[config.mk]
export PLATFORM = sky130hd
export DESIGN_NAME = pflag_fifo
export DESIGN_NICKNAME = d
export VERILOG_FILES = /design/src/rtl/pflag_fifo_pkg.sv /design/src/rtl/pflag_fifo_store.sv /design/src/rtl/pflag_offset_bank.sv /design/src/rtl/pflag_flag_unit.sv /design/src/rtl/pflag_fifo.sv
export SDC_FILE = /design/constraint.sdc
export NUM_CORES = 1
export LEC_CHECK = 0
export BUFFER_PORTS_ARGS = -buffer_cell sky130_fd_sc_hd__buf_2
export CORE_UTILIZATION = 49
export CTS_BUF_LIST = sky130_fd_sc_hd__clkbuf_8 sky130_fd_sc_hd__clkbuf_16
export CTS_CLUSTER_SIZE = 16
export DETAILED_ROUTE_END_ITERATION = 8
export PLACE_DENSITY = 0.69
export SYNTH_ARGS = -nofsm -noshare
export SYNTH_HDL_FRONTEND = slang
export SYNTH_SLANG_ARGS = --single-unit
[constraint.sdc]
create_clock -name clk -period 8.2 [get_ports clk]
set_clock_uncertainty 0.1 [all_clocks]
set_input_delay 1.23 -clock clk [delete_from_list [all_inputs] [get_ports clk]]
set_output_delay 1.23 -clock clk [all_outputs]
set_load 0.05 [all_outputs]
[src/rtl/pflag_fifo_pkg.sv]
package pflag_fifo_pkg;
  localparam int DW = 9;
  localparam int DEF_OFFSET = 7;
  typedef logic [DW-1:0] word_t;
  typedef struct packed {
    word_t ae;
    word_t af;
  } offs_t;
endpackage

[src/rtl/pflag_fifo_store.sv]
module pflag_fifo_store #(
  parameter int AW = 5,
  parameter int DW = 9
) (
  input  logic          clk,
  input  logic          we,
  input  logic [AW-1:0] waddr,
  input  logic [DW-1:0] wdata,
  input  logic [AW-1:0] raddr,
  output logic [DW-1:0] rdata
);
  localparam int DEPTH = 1 << AW;

  logic [DW-1:0] mem [DEPTH];

  always_ff @(posedge clk) begin
    if (we) mem[waddr] <= wdata;
  end

  assign rdata = mem[raddr];
endmodule

[src/rtl/pflag_offset_bank.sv]
module pflag_offset_bank
  import pflag_fifo_pkg::*;
(
  input  logic  clk,
  input  logic  rst_n,
  input  logic  ld_wr,
  input  logic  ld_rd,
  input  word_t din,
  output offs_t offs,
  output word_t rdata
);
  offs_t offs_q, offs_nx;
  logic  wsel_q, wsel_nx;
  logic  rsel_q, rsel_nx;

  always_comb begin
    offs_nx = offs_q;
    wsel_nx = wsel_q;
    rsel_nx = rsel_q;
    if (ld_wr) begin
      if (wsel_q) offs_nx.af = din;
      else        offs_nx.ae = din;
      wsel_nx = ~wsel_q;
    end
    if (ld_rd) rsel_nx = ~rsel_q;
  end

  always_ff @(posedge clk or negedge rst_n) begin
    if (!rst_n) begin
      offs_q <= '{ae: word_t'(DEF_OFFSET), af: word_t'(DEF_OFFSET)};
      wsel_q <= 1'b0;
      rsel_q <= 1'b0;
    end else begin
      offs_q <= offs_nx;
      wsel_q <= wsel_nx;
      rsel_q <= rsel_nx;
    end
  end

  assign offs  = offs_q;
  assign rdata = rsel_q ? offs_q.af : offs_q.ae;
endmodule

[src/rtl/pflag_flag_unit.sv]
module pflag_flag_unit
  import pflag_fifo_pkg::*;
#(
  parameter int AW = 5
) (
  input  logic        clk,
  input  logic        rst_n,
  input  logic [AW:0] cnt_nx,
  input  offs_t       offs,
  output logic        empty_n,
  output logic        full_n,
  output logic        aempty_n,
  output logic        afull_n
);
  localparam int DEPTH = 1 << AW;
  localparam int XW = ((AW + 1) > DW ? (AW + 1) : DW) + 1;

  logic [XW-1:0] c_x, ae_x, af_x, depth_x;
  logic e_nx, f_nx, ae_nx, af_nx;

  always_comb begin
    c_x     = XW'(cnt_nx);
    ae_x    = XW'(offs.ae);
    af_x    = XW'(offs.af);
    depth_x = XW'(DEPTH);
    e_nx    = (c_x != '0);
    f_nx    = (c_x != depth_x);
    ae_nx   = !(c_x <= ae_x);
    af_nx   = !((c_x + af_x) >= depth_x);
  end

  always_ff @(posedge clk or negedge rst_n) begin
    if (!rst_n) begin
      empty_n  <= 1'b0;
      full_n   <= 1'b1;
      aempty_n <= 1'b0;
      afull_n  <= 1'b1;
    end else begin
      empty_n  <= e_nx;
      full_n   <= f_nx;
      aempty_n <= ae_nx;
      afull_n  <= af_nx;
    end
  end
endmodule

[src/rtl/pflag_fifo.sv]
module pflag_fifo
  import pflag_fifo_pkg::*;
#(
  parameter int AW = 5
) (
  input  logic          clk,
  input  logic          rst_n,
  input  logic          wr_n,
  input  logic [DW-1:0] din,
  input  logic          rd_n,
  input  logic          ld_n,
  input  logic          retx,
  input  logic          oe_n,
  output logic [DW-1:0] dout,
  output logic          dout_oe,
  output logic          empty_n,
  output logic          full_n,
  output logic          aempty_n,
  output logic          afull_n
);
  logic [AW-1:0] wp_q, wp_nx, rp_q, rp_nx;
  logic [AW:0]   cnt_q, cnt_nx;
  word_t         q_q, q_nx;
  word_t         mem_rd, off_rd;
  offs_t         offs;
  logic          wr_go, rd_go, ld_wr, ld_rd;

  assign wr_go = !wr_n && full_n && ld_n && !retx;
  assign rd_go = !rd_n && empty_n && ld_n && !retx;
  assign ld_wr = !ld_n && !wr_n;
  assign ld_rd = !ld_n && !rd_n;

  pflag_fifo_store #(.AW(AW), .DW(DW)) u_store (
    .clk(clk), .we(wr_go), .waddr(wp_q), .wdata(din),
    .raddr(rp_q), .rdata(mem_rd)
  );

  pflag_offset_bank u_offs (
    .clk(clk), .rst_n(rst_n), .ld_wr(ld_wr), .ld_rd(ld_rd),
    .din(din), .offs(offs), .rdata(off_rd)
  );

  pflag_flag_unit #(.AW(AW)) u_flags (
    .clk(clk), .rst_n(rst_n), .cnt_nx(cnt_nx), .offs(offs),
    .empty_n(empty_n), .full_n(full_n),
    .aempty_n(aempty_n), .afull_n(afull_n)
  );

  always_comb begin
    wp_nx  = wr_go ? wp_q + 1'b1 : wp_q;
    rp_nx  = rp_q;
    cnt_nx = cnt_q;
    if (retx) begin
      rp_nx  = '0;
      cnt_nx = {1'b0, wp_q};
    end else begin
      if (rd_go) rp_nx = rp_q + 1'b1;
      case ({wr_go, rd_go})
        2'b10:   cnt_nx = cnt_q + 1'b1;
        2'b01:   cnt_nx = cnt_q - 1'b1;
        default: cnt_nx = cnt_q;
      endcase
    end
    q_nx = q_q;
    if (rd_go)      q_nx = mem_rd;
    else if (ld_rd) q_nx = off_rd;
  end

  always_ff @(posedge clk or negedge rst_n) begin
    if (!rst_n) begin
      wp_q  <= '0;
      rp_q  <= '0;
      cnt_q <= '0;
      q_q   <= '0;
    end else begin
      wp_q  <= wp_nx;
      rp_q  <= rp_nx;
      cnt_q <= cnt_nx;
      q_q   <= q_nx;
    end
  end

  assign dout    = oe_n ? '0 : q_q;
  assign dout_oe = ~oe_n;
endmodule

==> flow_metrics.py <==
metrics = {
    "outcome": {
        "status": "finished clean",
    },
    "sta": {
        "fmax_ghz": 0.2107,
        "rsz0062_at_grt": "false",
        "number_of_hold_violations_in_the_final_report": 0,
        "worst_hold_slack_ns": 0.4341,
        "setup_viol": 0,
        "final_min_period_over_clock_period": 0.5787,
        "slew_viols_final": 0,
        "worst_slew_pin_slew_ns": 0.9796,
        "period_minus_slack_ns": 4.746,
        "max_slew_margin": 0.3463,
        "setup_tns_final_ns": 0,
    },
    "cells_and_area": {
        "final_nets": 855,
        "post_route_cells_drive_above_1_share": 0.1655,
        "antennaDiodeCount": 0,
        "fillCellCount": 2139,
        "area_growth_pct": 10.23,
    },
    "setup_path": {
        "critical_path.slowest_cell": "sky130_fd_sc_hd__nor2b_1",
        "reg2regPathDepth": 13,
        "critical_path_end_type": "flop",
        "worst-setup-path-type": "input port to flop",
        "timing.critical_path.mode_cell": "sky130_fd_sc_hd__ha_1",
        "worst_ep_required_time_ns": 8.47,
        "path_cells": "buf_2 > and3b_1 > nor2b_1 > ha_1 > xor2_1 > ha_1 > mux2i_1 > o21ai_0 > ha_1 > nor2b_1 > o21a_1 > o21a_1 > o21ai_0 > a21oi_1",
        "cp-start-kind": "input port",
        "r2r_end": "u_flags.aempty_n",
        "critical_path_peak_fanout": 12,
        "critical-path-max-stage-delay_ns": 0.75,
        "setup.reg_to_reg.worst_slack_ns": 3.92,
        "r2r-start": "u_flags.empty_n",
        "crit_arrival_ns": 5.02,
    },
    "routing": {
        "finalWirelength_um": 29510,
        "detail-route-antenna-nets": 0,
        "detailedRoute.firstPassIterationCount": 5,
        "detailroute.wirelength.met2_um": 13850,
        "wl_met1_um": 13300,
        "wl_per_cell_um": 24.23,
        "post_drt_via_cell_ratio": 5.956,
        "dr.first_iter.drc_count": 677,
        "routed.top_layer": "met4",
        "vias": 7254,
        "drc_errors": 0,
        "met3RoutedLength_um": 1592,
    },
    "synth": {
        "async_reset_ff_frac": 0.1454,
        "synth_ff_type": "sky130_fd_sc_hd__edfxtp_1",
        "main_combinational_cell_family_by_area_after_synthesis": "multiplexers",
        "seq_area_frac_synth": 0.7085,
        "synth_compound_area_frac": 0.05794,
        "synth-edff-count": 288,
        "total_standard_cell_area_after_synthesis_um2": 13950,
        "synth_area_leader_cell": "sky130_fd_sc_hd__edfxtp_1",
        "synth_cells": 791,
        "synth_adder_area_share": 0.01937,
        "synth-simple-area-share": 0.04619,
        "yosys.area_share.xor_xnor": 0.006906,
        "synth.distinct_cells": 53,
        "yosysWarnings": 0,
        "synth_mux_area_frac": 0.1391,
        "syn_nets": 828,
        "netlist.area_leader.share": 0.6199,
        "synth.ff_latch_count": 337,
        "synth.top_cells.by_area": "sky130_fd_sc_hd__edfxtp_1, sky130_fd_sc_hd__dfrtp_1, sky130_fd_sc_hd__mux4_2",
        "avgSynthCellArea_um2": 17.64,
    },
    "pwr": {
        "worst_ir_drop_vdd_mv": 0.1785,
        "leak_pwr_nw": 5.154,
        "cellInternalPower_mw": 3.030,
        "powerDensity_nw_per_um2": 269.4,
        "combPwrFrac": 0.157,
        "power_frac_clock": 0.335,
        "power_switching_share": 0.2685,
        "power.switching_mw": 1.112,
        "seq_power_share": 0.508,
    },
    "worst_hold_path": {
        "worst_hold_startpoint": "q_q[5]",
        "worst_hold_path.endpoint": "q_q[5]",
        "hold_class": "flop to flop",
        "hold_depth": 1,
    },
    "die": {
        "die_footprint_um2": 29150,
        "initial_utilization": 0.5008,
        "die_w_um": 170.7,
        "vertical_die_dimension_um": 170.7,
        "rows": 61,
        "top_level_ports": 30,
        "floorplan.core_area_um2": 27860,
    },
    "flow_run": {
        "cap_violations": 0,
    },
    "clock_tree": {
        "clkLatencyLatePin_ns": 0.51,
        "cts_resized": 0,
        "tritoncts.num_buffers": 34,
        "clkSinkCount": 337,
        "clkTransAtPathRegs_ns": 0.06,
        "ctsRootBufferMaster": "sky130_fd_sc_hd__clkbuf_16",
        "postCtsSetupRepairBufs": 0,
        "cts_max_level": 2,
        "cts_tree": "built",
        "cts_max_path_buffers": 3,
        "cts.hold.buffers_added": 0,
    },
    "global_routing": {
        "grt_use_total": 0.2111,
        "gr-total-overflow": 0,
        "initial_antenna_violation_count": 0,
        "wire_length_of_the_first_global_routing_pass_um": 44680,
        "grt_start_max_net_pins": 58,
        "vias_in_the_first_global_route": 7242,
    },
    "place": {
        "gp_congestion": 0.8589,
        "place_hpwl_um": 17970,
        "io_buffer_count": 29,
    },
}
-- routing by layer --
| metal | track usage | vias to the layer above |
|---|---|---|
| li1 | - | 3215 |
| met3 | 0.03077 | 46 |
| met1 | 0.3076 | 3752 |
| met5 | 0 | - |
| met2 | 0.3285 | 241 |
| met4 | 0.07051 | 0 |
-- synth_stat cells, types with 5 or more instances --
library cell               number
sky130_fd_sc_hd__mux2_2        13
sky130_fd_sc_hd__dfstp_2        8
sky130_fd_sc_hd__a21oi_1       16
sky130_fd_sc_hd__nand2_1       19
sky130_fd_sc_hd__xnor2_1        7
sky130_fd_sc_hd__mux4_2        35
sky130_fd_sc_hd__a211oi_1      20
sky130_fd_sc_hd__ha_1          20
sky130_fd_sc_hd__a22o_1         9
sky130_fd_sc_hd__edfxtp_1     288
sky130_fd_sc_hd__nand2b_1       5
sky130_fd_sc_hd__buf_6          5
sky130_fd_sc_hd__o21ai_0       16
sky130_fd_sc_hd__o221ai_1       9
sky130_fd_sc_hd__buf_1          5
sky130_fd_sc_hd__clkbuf_1      27
sky130_fd_sc_hd__nand3_1        9
sky130_fd_sc_hd__dfrtp_1       41
sky130_fd_sc_hd__a22oi_1       11
sky130_fd_sc_hd__nor2b_1       17
sky130_fd_sc_hd__nor2_1        58
sky130_fd_sc_hd__mux4_1        20
sky130_fd_sc_hd__inv_1         16
sky130_fd_sc_hd__mux2i_1       48
sky130_fd_sc_hd__o22ai_1        8
sky130_fd_sc_hd__a221o_1        9
-- how the worst max path moves through the flow --
stage / start / end / slack (ns) / cells past startpoint
finish: rd_n / u_flags.aempty_n / 3.45 / 14
global route: rd_n / u_flags.aempty_n / 2.99 / 15
CTS: rd_n / u_flags.afull_n / 3.50 / 15
detailed placement: rd_n / u_flags.afull_n / 3.00 / 15
global placement: rd_n / u_flags.afull_n / 3.05 / 15
floorplan: rd_n / u_flags.afull_n / 3.70 / 17
-- metrics by stage --
step / cells / cell area [um2] / utilization / total power [mW] / worst slack (ns)
finish: 1218 / 15380 / 0.5520 / 4.143 / 3.454
global route: 1218 / 15380 / 0.5520 / 4.307 / 2.992
CTS: 1218 / 15380 / 0.5520 / 4.161 / 3.499
detailed placement: 1160 / 14390 / 0.5166 / 2.786 / 3.004
global placement: 1160 / 14390 / 0.5166 / 2.776 / 3.054
floorplan: 791 / 13950 / - / 2.598 / 3.696
-- cell families (layout without fill, tap and decap cells) --
family,count (synthesis),in the layout
mux,116,116
buf+inv,62,111
xor+xnor,11,11
compound gates,113,113
flops,337,337
simple gates,131,131
fa+ha+maj,21,21
-- area by class of cell --
type                    count  area (um2)  area share
multi-input cells         392        3765      0.2448
inverters                  16       60.06    0.003905
repair buffers             37       205.2     0.01334
well taps                 378       473.0     0.03075
clock inverters            22       96.34    0.006265
clock buffers              36       889.6     0.05785
flip-flops and latches    337        9889      0.6431
-- placed cells by master (no fill, tap or decap), types with 5 or more instances in the layout --
cell type / n
sky130_fd_sc_hd__mux4_1: 20
sky130_fd_sc_hd__buf_2: 29
sky130_fd_sc_hd__a22oi_1: 11
sky130_fd_sc_hd__o21ai_0: 16
sky130_fd_sc_hd__edfxtp_1: 288
sky130_fd_sc_hd__o22ai_1: 8
sky130_fd_sc_hd__a22o_1: 9
sky130_fd_sc_hd__a211oi_1: 20
sky130_fd_sc_hd__clkbuf_16: 35
sky130_fd_sc_hd__o221ai_1: 9
sky130_fd_sc_hd__mux2i_1: 48
sky130_fd_sc_hd__dfrtp_1: 39
sky130_fd_sc_hd__nand2b_1: 5
sky130_fd_sc_hd__dfstp_2: 8
sky130_fd_sc_hd__a221o_1: 9
sky130_fd_sc_hd__mux4_2: 35
sky130_fd_sc_hd__ha_1: 20
sky130_fd_sc_hd__nand3_1: 9
sky130_fd_sc_hd__nand2_1: 19
sky130_fd_sc_hd__xnor2_1: 7
sky130_fd_sc_hd__clkinv_1: 7
sky130_fd_sc_hd__buf_4: 8
sky130_fd_sc_hd__mux2_2: 13
sky130_fd_sc_hd__a21oi_1: 16
sky130_fd_sc_hd__inv_1: 26
sky130_fd_sc_hd__nor2b_1: 16
sky130_fd_sc_hd__nor2_1: 57
-- power groups by stage --
| stage | clock network [mW] | logic (mW) | registers (mW) |
|---|---|---|---|
| floorplan | 0 | 0.531 | 2.07 |
| global placement | 0 | 0.643 | 2.13 |
| detailed placement | 0 | 0.651 | 2.14 |
| CTS | 1.40 | 0.656 | 2.10 |
| global route | 1.47 | 0.717 | 2.12 |
| finish | 1.39 | 0.652 | 2.10 |
-- worst max-delay path, delay by kind of cell --
kind,cells,cell delay [ns]
adder cells (fa/ha/maj),3,1.19
buffers and inverters,1,0.11
AND/OR/NAND/NOR,3,1.22
multiplexers,1,0.06
XOR/XNOR,1,0.13
AO/OA/AOI/OAI,5,1.08
-- state kept, by name, indices dropped and copies added, names as in the netlist --
register	count
u_flags.aempty_n	1
rp_q	5
u_store.mem	288
u_offs.rsel_q	1
u_flags.full_n	1
cnt_q	6
u_offs.wsel_q	1
q_q	9
wp_q	5
u_flags.empty_n	1
u_offs.offs	18
u_flags.afull_n	1
Note: power is estimated with default switching activity, not from simulation.
